File: config.mk
export PLATFORM = sky130hd
export DESIGN_NAME = ackbm_bank
export DESIGN_NICKNAME = d
export VERILOG_FILES = /design/src/rtl/ackbm_pkg.sv /design/src/rtl/ackbm_decode.sv /design/src/rtl/ackbm_word.sv /design/src/rtl/ackbm_rdport.sv /design/src/rtl/ackbm_summary.sv /design/src/rtl/ackbm_bank.sv
export SDC_FILE = /design/constraint.sdc
export NUM_CORES = 1
export LEC_CHECK = 0
export ABC_CLOCK_PERIOD_IN_PS = 3700
export BUFFER_PORTS_ARGS = -buffer_cell sky130_fd_sc_hd__buf_2
export CAP_MARGIN = 20
export CORE_MARGIN = 1
export CORE_UTILIZATION = 50
export DETAILED_ROUTE_END_ITERATION = 10
export PLACE_DENSITY = 0.68
export REMOVE_ABC_BUFFERS = 1
export SETUP_SLACK_MARGIN = 0.5
export SLEW_MARGIN = 20
export SYNTH_ARGS = -nofsm -noshare
export SYNTH_HDL_FRONTEND = slang
export SYNTH_SLANG_ARGS = --single-unit
File: constraint.sdc
create_clock -name clk -period 3.7 [get_ports clk]
set_clock_uncertainty 0.2 [all_clocks]
set_input_delay 0.925 -clock clk [delete_from_list [all_inputs] [get_ports clk]]
set_output_delay 0.925 -clock clk [all_outputs]
set_load 0.03 [all_outputs]
File: src/rtl/ackbm_pkg.sv
package ackbm_pkg;
  localparam int WORD_W = 32;
  localparam int BIT_W  = 5;
  typedef logic [WORD_W-1:0] ack_word_t;
endpackage

File: src/rtl/ackbm_decode.sv
// Turns one event strobe into a per-word set mask.
module ackbm_decode
  import ackbm_pkg::*;
#(
  parameter int NUM_WORDS = 8,
  parameter int FID_W     = 8
) (
  input  logic                       ev_valid,
  input  logic [FID_W-1:0]           ev_fid,
  output logic [NUM_WORDS-1:0][WORD_W-1:0] set_mask
);
  logic [FID_W-1:0] word_idx;
  logic [BIT_W-1:0] bit_pos;
  ack_word_t        onehot;

  assign word_idx = ev_fid >> BIT_W;
  assign bit_pos  = ev_fid[BIT_W-1:0];
  assign onehot   = ack_word_t'(1) << bit_pos;

  for (genvar w = 0; w < NUM_WORDS; w++) begin : g_mask
    assign set_mask[w] = (ev_valid && (word_idx == FID_W'(w))) ? onehot : '0;
  end
endmodule

File: src/rtl/ackbm_word.sv
// One acknowledge word: write-one-to-clear, set has priority.
module ackbm_word
  import ackbm_pkg::*;
(
  input  logic      clk,
  input  logic      rst,
  input  ack_word_t set_mask,
  input  logic      clr_en,
  input  ack_word_t clr_mask,
  output ack_word_t q
);
  ack_word_t clr_eff;
  assign clr_eff = clr_en ? clr_mask : '0;

  always_ff @(posedge clk) begin
    if (rst) q <= '0;
    else     q <= (q & ~clr_eff) | set_mask;
  end
endmodule

File: src/rtl/ackbm_rdport.sv
// Registered read mux over the bank.
module ackbm_rdport
  import ackbm_pkg::*;
#(
  parameter int NUM_WORDS = 8,
  parameter int AW        = 3
) (
  input  logic                             clk,
  input  logic                             rst,
  input  logic                             rd_en,
  input  logic [AW-1:0]                    rd_addr,
  input  logic [NUM_WORDS-1:0][WORD_W-1:0] bank,
  output ack_word_t                        rd_data
);
  ack_word_t sel;

  always_comb begin
    sel = '0;
    for (int w = 0; w < NUM_WORDS; w++) begin
      if (rd_addr == AW'(w)) sel = bank[w];
    end
  end

  always_ff @(posedge clk) begin
    if (rst)        rd_data <= '0;
    else if (rd_en) rd_data <= sel;
  end
endmodule

File: src/rtl/ackbm_summary.sv
// Registered OR-reduction of the whole bank.
module ackbm_summary
  import ackbm_pkg::*;
#(
  parameter int NUM_WORDS = 8
) (
  input  logic                             clk,
  input  logic                             rst,
  input  logic [NUM_WORDS-1:0][WORD_W-1:0] bank,
  output logic                             any_q
);
  logic [NUM_WORDS-1:0] word_any;

  for (genvar w = 0; w < NUM_WORDS; w++) begin : g_or
    assign word_any[w] = |bank[w];
  end

  always_ff @(posedge clk) begin
    if (rst) any_q <= 1'b0;
    else     any_q <= |word_any;
  end
endmodule

File: src/rtl/ackbm_bank.sv
module ackbm_bank
  import ackbm_pkg::*;
#(
  parameter int NUM_FUNCS = 256,
  localparam int NUM_WORDS = (NUM_FUNCS + WORD_W - 1) / WORD_W,
  localparam int FID_W     = (NUM_FUNCS > 32) ? $clog2(NUM_FUNCS) : BIT_W,
  localparam int AW        = (NUM_WORDS > 1) ? $clog2(NUM_WORDS) : 1
) (
  input  logic             clk,
  input  logic             rst,
  input  logic             ack_ev_valid,
  input  logic [FID_W-1:0] ack_ev_fid,
  input  logic             reg_wr_en,
  input  logic [AW-1:0]    reg_wr_addr,
  input  logic [31:0]      reg_wr_data,
  input  logic             reg_rd_en,
  input  logic [AW-1:0]    reg_rd_addr,
  output logic [31:0]      reg_rd_data,
  output logic             ack_pending
);
  logic [NUM_WORDS-1:0][WORD_W-1:0] set_mask;
  logic [NUM_WORDS-1:0][WORD_W-1:0] bank_q;

  ackbm_decode #(.NUM_WORDS(NUM_WORDS), .FID_W(FID_W)) dec_i (
    .ev_valid (ack_ev_valid),
    .ev_fid   (ack_ev_fid),
    .set_mask (set_mask)
  );

  for (genvar w = 0; w < NUM_WORDS; w++) begin : g_word
    logic clr_hit;
    assign clr_hit = reg_wr_en && (reg_wr_addr == AW'(w));
    ackbm_word word_i (
      .clk      (clk),
      .rst      (rst),
      .set_mask (set_mask[w]),
      .clr_en   (clr_hit),
      .clr_mask (reg_wr_data),
      .q        (bank_q[w])
    );
  end

  ackbm_rdport #(.NUM_WORDS(NUM_WORDS), .AW(AW)) rd_i (
    .clk     (clk),
    .rst     (rst),
    .rd_en   (reg_rd_en),
    .rd_addr (reg_rd_addr),
    .bank    (bank_q),
    .rd_data (reg_rd_data)
  );

  ackbm_summary #(.NUM_WORDS(NUM_WORDS)) sum_i (
    .clk   (clk),
    .rst   (rst),
    .bank  (bank_q),
    .any_q (ack_pending)
  );
endmodule

# Word level (Yosys, flattened, before mapping)
# Cells that the tools add are included.
[word_totals]
ff_bits = 289
in_bits = 51
output_inout_bits = 33
word_cells = 100
[classes]
eq_ne = 21
shift = 1
mux = 24
n_bitwise = 24
reduce_logical = 20
[op_table]
columns = ["op", "count"]
rows = [
  ["two-way mux 32 bit", 24],
  ["bitwise AND 32 bit", 8],
  ["NOT 32 bit", 8],
  ["bitwise OR 32 bit", 8],
  ["OR reduction 256 bit", 1],
  ["equality test 3 bit (second input constant)", 12],
  ["left shift 1 x 5 -> 32 bit (first input constant)", 1],
  ["equality test 3 x 2 -> 1 bit (second input constant)", 6],
  ["logical AND 1 bit", 16],
  ["equality test 3 x 1 -> 1 bit (second input constant)", 3],
  ["logical NOT 8 bit", 1],
  ["logical NOT 3 bit", 2],
]

# Longest topological paths before layout
[depth]
depth_word = 9
ltp_mapped = 7
depth_no_buf = 4

# Modules after synthesis
# From an unflattened synthesis, not the netlist that was laid out.
[hier_totals]
hier_cells = 1929
area_unflattened_um2 = 17072.6
[modules_own_cells]
columns = ["module", "n_inst", "cells_each", "area_each_um2", "seq_area_each_um2"]
rows = [
  ["ackbm_word", 8, 134, 1416.4, 640.6],
  ["ackbm_rdport", 1, 404, 3031.7, 640.6],
  ["ackbm_decode", 1, 359, 2047.0, 0.0],
  ["ackbm_summary", 1, 86, 566.8, 20.0],
  ["ackbm_bank", 1, 8, 96.3, 0.0],
]

# Worst setup path before layout
# OpenSTA, ideal clock, no wires.
[synth_path]
path_type = "input port to flip-flop"
from = "in reg_rd_addr[0]"
to = "reg rd_i.rd_data[25]"
setup_ns = 0.132
arrival_ns = 1.928
t_required_ns = 3.368
path_slack_ns = 1.440
path_stages = 6
path_buffers = 2
cell_sequence = "buf_6 buf_8 mux4_2 nor2_1 a211o_1 a21oi_1"
[synth_between]
elab_chain_len = 9
word_cells_on_any_way = 16
classes_between = "eq/ne (7); mux (8); reduce/logical (1)"
[synth_lines]
columns = ["element", "line", "rtl"]
rows = [
  ["from (decl)", "ackbm_bank.sv:17", "input logic [AW-1:0] reg_rd_addr,"],
  ["logical NOT 3 bit", "ackbm_rdport.sv:20", "if (rd_addr == AW'(w)) sel = bank[w];"],
  ["two-way mux 32 bit (7 in a row)", "ackbm_rdport.sv:20", ""],
  ["two-way mux 32 bit (*)", "ackbm_rdport.sv:20", ""],
  ["to (signal assigned)", "ackbm_rdport.sv:26", "else if (rd_en) rd_data <= sel;"],
  ["to (decl)", "ackbm_rdport.sv:13", "output ack_word_t rd_data"],
]
# Mark *: on every way between the ends. The rest lies on a longest branch, timed or not.
# A chain may end at the register's enable or synchronous reset.

# Worst setup path in the final report
[layout_path]
from = "in reg_rd_addr[0]"
to = "reg rd_i.rd_data[0]"
# The elaborated chain is that of the path after synthesis.

==> reports/qor.csv <==
stage,metric,value,unit
floorplanning,chipWidth,166.6,um
clocking,cts_htree_levels,1,
grt,antenna_found_initial,1,
finish,design_area,0.01504,mm^2
setup_path,path_buf_inv,2,
floorplanning,core,0.02628,mm^2
sta,tightestPinTransition,898.7,ps
sta,setup_tns,0,ps
grt,grt_pass1_wl,69.97,mm
clocking,post_cts_resized,0,
run,max_cap_violations,0,
synth,ys_seq_area_share,42.72,%
synth,synth_area_leaders,"dfxtp_1, a22oi_1, nor2_1",
clocking,cts-root-buf,clkbuf_16,
sta,period_needed,2337,ps
setup_path,r2r_end,sum_i.any_q,
clocking,clock_tree.buffer_depth,3,
grt,grtUsageMet2,50.07,%
run_status,status,"finished, violations left",
finish,final_nets,1657,
sta,max_freq,428.0,MHz
synth,synth.top_cell.area_share,42.72,%
hold_path,hold_depth,2,
grt,use_met3,4.682,%
sta,fin_crit_sh,63.15,%
placed_design,numPortBuffers,83,
synth,ys_warn_count,0,
floorplanning,die_area,0.02775,mm^2
power,irDropWorstVdd,0.3419,mV
finish,layout_common_cells,"nor2_1, dfxtp_1, nand2_1, a22oi_1, buf_2",
route,drc,4,
route,vias,12950,
clocking,cts.sinks,289,
power,leakage,0.005160,uW
setup_path,slowest_stage,mux4_2,
floorplanning,die_y,166.6,um
synth,yosysTopAreaCell,dfxtp_1,
hold_path,worstHoldPathType,reg -> reg,
hold_path,hold_end,rd_i.rd_data[11],
sta,hold_viol,0,
grt,grt_pass1_vias,12210,
setup_path,cp-start-kind,input port,
setup_path,rrSetupSlack,1500,ps
placed_design,placed_cell_area,0.01406,mm^2
sta,max_slew_margin,40.09,%
floorplanning,ios,84,
clocking,postCtsSetupBuffers,0,
grt,top_usage_layer,met2,
sta,rsz0062_at_grt,false,
setup_path,cpPeakStageDelay,550,ps
sta,maxSlewViolCount,0,
clocking,cts_hold_buf,0,
sta,holdWs,264.4,ps
hold_path,hold_start,rd_i.rd_data[11],
setup_path,worstSetupPathType,in -> reg,
placed_design,gp_congestion,0.8294,
setup_path,end_kind,flop,
floorplanning,rows,59,
setup_path,ff2ff_path_depth,4,
finish,area_growth,11.04,%
route,first_pass_iters,9,
grt,grt.overflow.total,0,
finish,drive_above_1_share,15.45,%
power,powerDensity,447.8,mW/mm^2
setup_path,cp_max_fo,45,
setup_path,path_cells,"buf_4, buf_12, mux4_2, nor2_1, a211o_1, a21oi_1",
synth,syn-cell-area,0.01354,mm^2
sta,setup_viol,0,
placed_design,hpwl,24.32,mm
route,postRouteAntennaNets,0,
synth,synth.distinct_cells,33,
floorplanning,initial_utilization,51.54,%
synth,syn_inst,1621,
route,wl_per_cell,23.18,um
setup_path,cp.arrival,2580,ps
setup_path,cp_top_family,buffers and inverters,
synth,ys_seq_elements,289,
route,first_iter_violations,1744,
grt,grtUsageMet1,44.52,%
grt,grt_usage,31.97,%
grt,grt_max_degree,92,
setup_path,rr_startpoint,g_word[6].word_i.q[4],
run_status,violations,DRC,
clocking,cts_tree,done,
setup_path,startpoint,reg_rd_addr[0],
clocking,clock_latency,570,ps
route,vias_per_cell,6.586,
finish,final_common_cell,nor2_1,
clocking,clk_pin_slew,60,ps
route,drt_wl_total,45.60,mm
setup_path,worstPathRequired,3940,ps
clocking,cts_buffers,31,
synth,syn_area_per_cell,8.355,um^2
how the worst max path moves through the flow:
stage | slack [ps] | depth (start not counted) | endpoint
2_1_floorplan | -220 | 4 | g_word[1].word_i.q[0]
3_3_place_gp | 870 | 6 | rd_i.rd_data[2]
3_5_place_dp | 810 | 6 | rd_i.rd_data[0]
4_1_cts | 1370 | 1 | reg_rd_data[7]
5_1_grt | 1280 | 6 | rd_i.rd_data[23]
6_report | 1360 | 6 | rd_i.rd_data[0]
cell usage after synthesis:
cell type	n
nor2_1	310
dfxtp_1	289
nand2_1	259
a22oi_1	256
clkbuf_1	95
nor4_1	68
buf_2	50
nand2b_1	37
a211o_1	32
a21oi_1	32
mux2_2	32
mux4_2	32
o21ai_0	32
o22ai_1	32
nand4_1	16
nor2_4	12
buf_4	6
buf_6	4
nor2_2	4
and4b_1	3
nand3b_1	3
nor4bb_1	3
or3b_2	3
nor3_1	2
a41oi_1	1
and4_1	1
buf_8	1
nand3_1	1
nand3_2	1
nor4b_2	1
or2_1	1
or2b_4	1
or3_1	1
where the power goes:
| part | internal (uW) | switching [uW] |
|---|---|---|
| combinational | 157 | 414 |
| sequential | 3140 | 18.1 |
| clock | 1720 | 1290 |
metal layers:
metal / vias up / routed length, um
met4: 0 / 1417
met1: 6314 / 18740
met2: 726 / 20770
li1: 5789 / -
met5: - / 0
met3: 125 / 4664
worst reg2reg max path: cells and delay by family (launching register included):
| family | cells | cell delay [ps] |
|---|---|---|
| compound gates | 1 | 210 |
| flops | 1 | 330 |
| simple gates | 3 | 1290 |
logic make-up after synthesis:
kind of cell           after synthesis  synth area share, %
AND/OR/NAND/NOR                    727                23.88
flip-flops                         289                42.72
multiplexers                        64                7.982
AO/OA/AOI/OAI                      385                20.17
buffers and inverters              156                5.256
flip-flops by register name, indices dropped and copies added (netlist names):
signal,flops
rd_i.rd_data,32
sum_i.any_q,1
g_word.word_i.q,256
cell type report:
type                       instances  area, um^2
fill                            2438       11240
tap                              335       419.2
multi-input combinational       1176        7151
clock buffer                      51       940.9
timing repair buffer             108       701.9
antenna                            1       2.502
sequential                       289        5786
clock inverter                     7       38.79
stage by stage:
| stage | total power, uW | setup WS (ps) | std cells | utilization (%) |
|---|---|---|---|---|
| after CTS | 6725 | 1371 | 1966 | 57.22 |
| after detailed placement | 3779 | 813.0 | 1908 | 53.49 |
| final | 6735 | 1364 | 1967 | 57.23 |
| after global placement | 3775 | 866.6 | 1908 | 53.49 |
| after global routing | 6907 | 1281 | 1967 | 57.23 |
| after floorplan | 3451 | -218.8 | 1465 | - |
(Power assumes the default switching activity.)
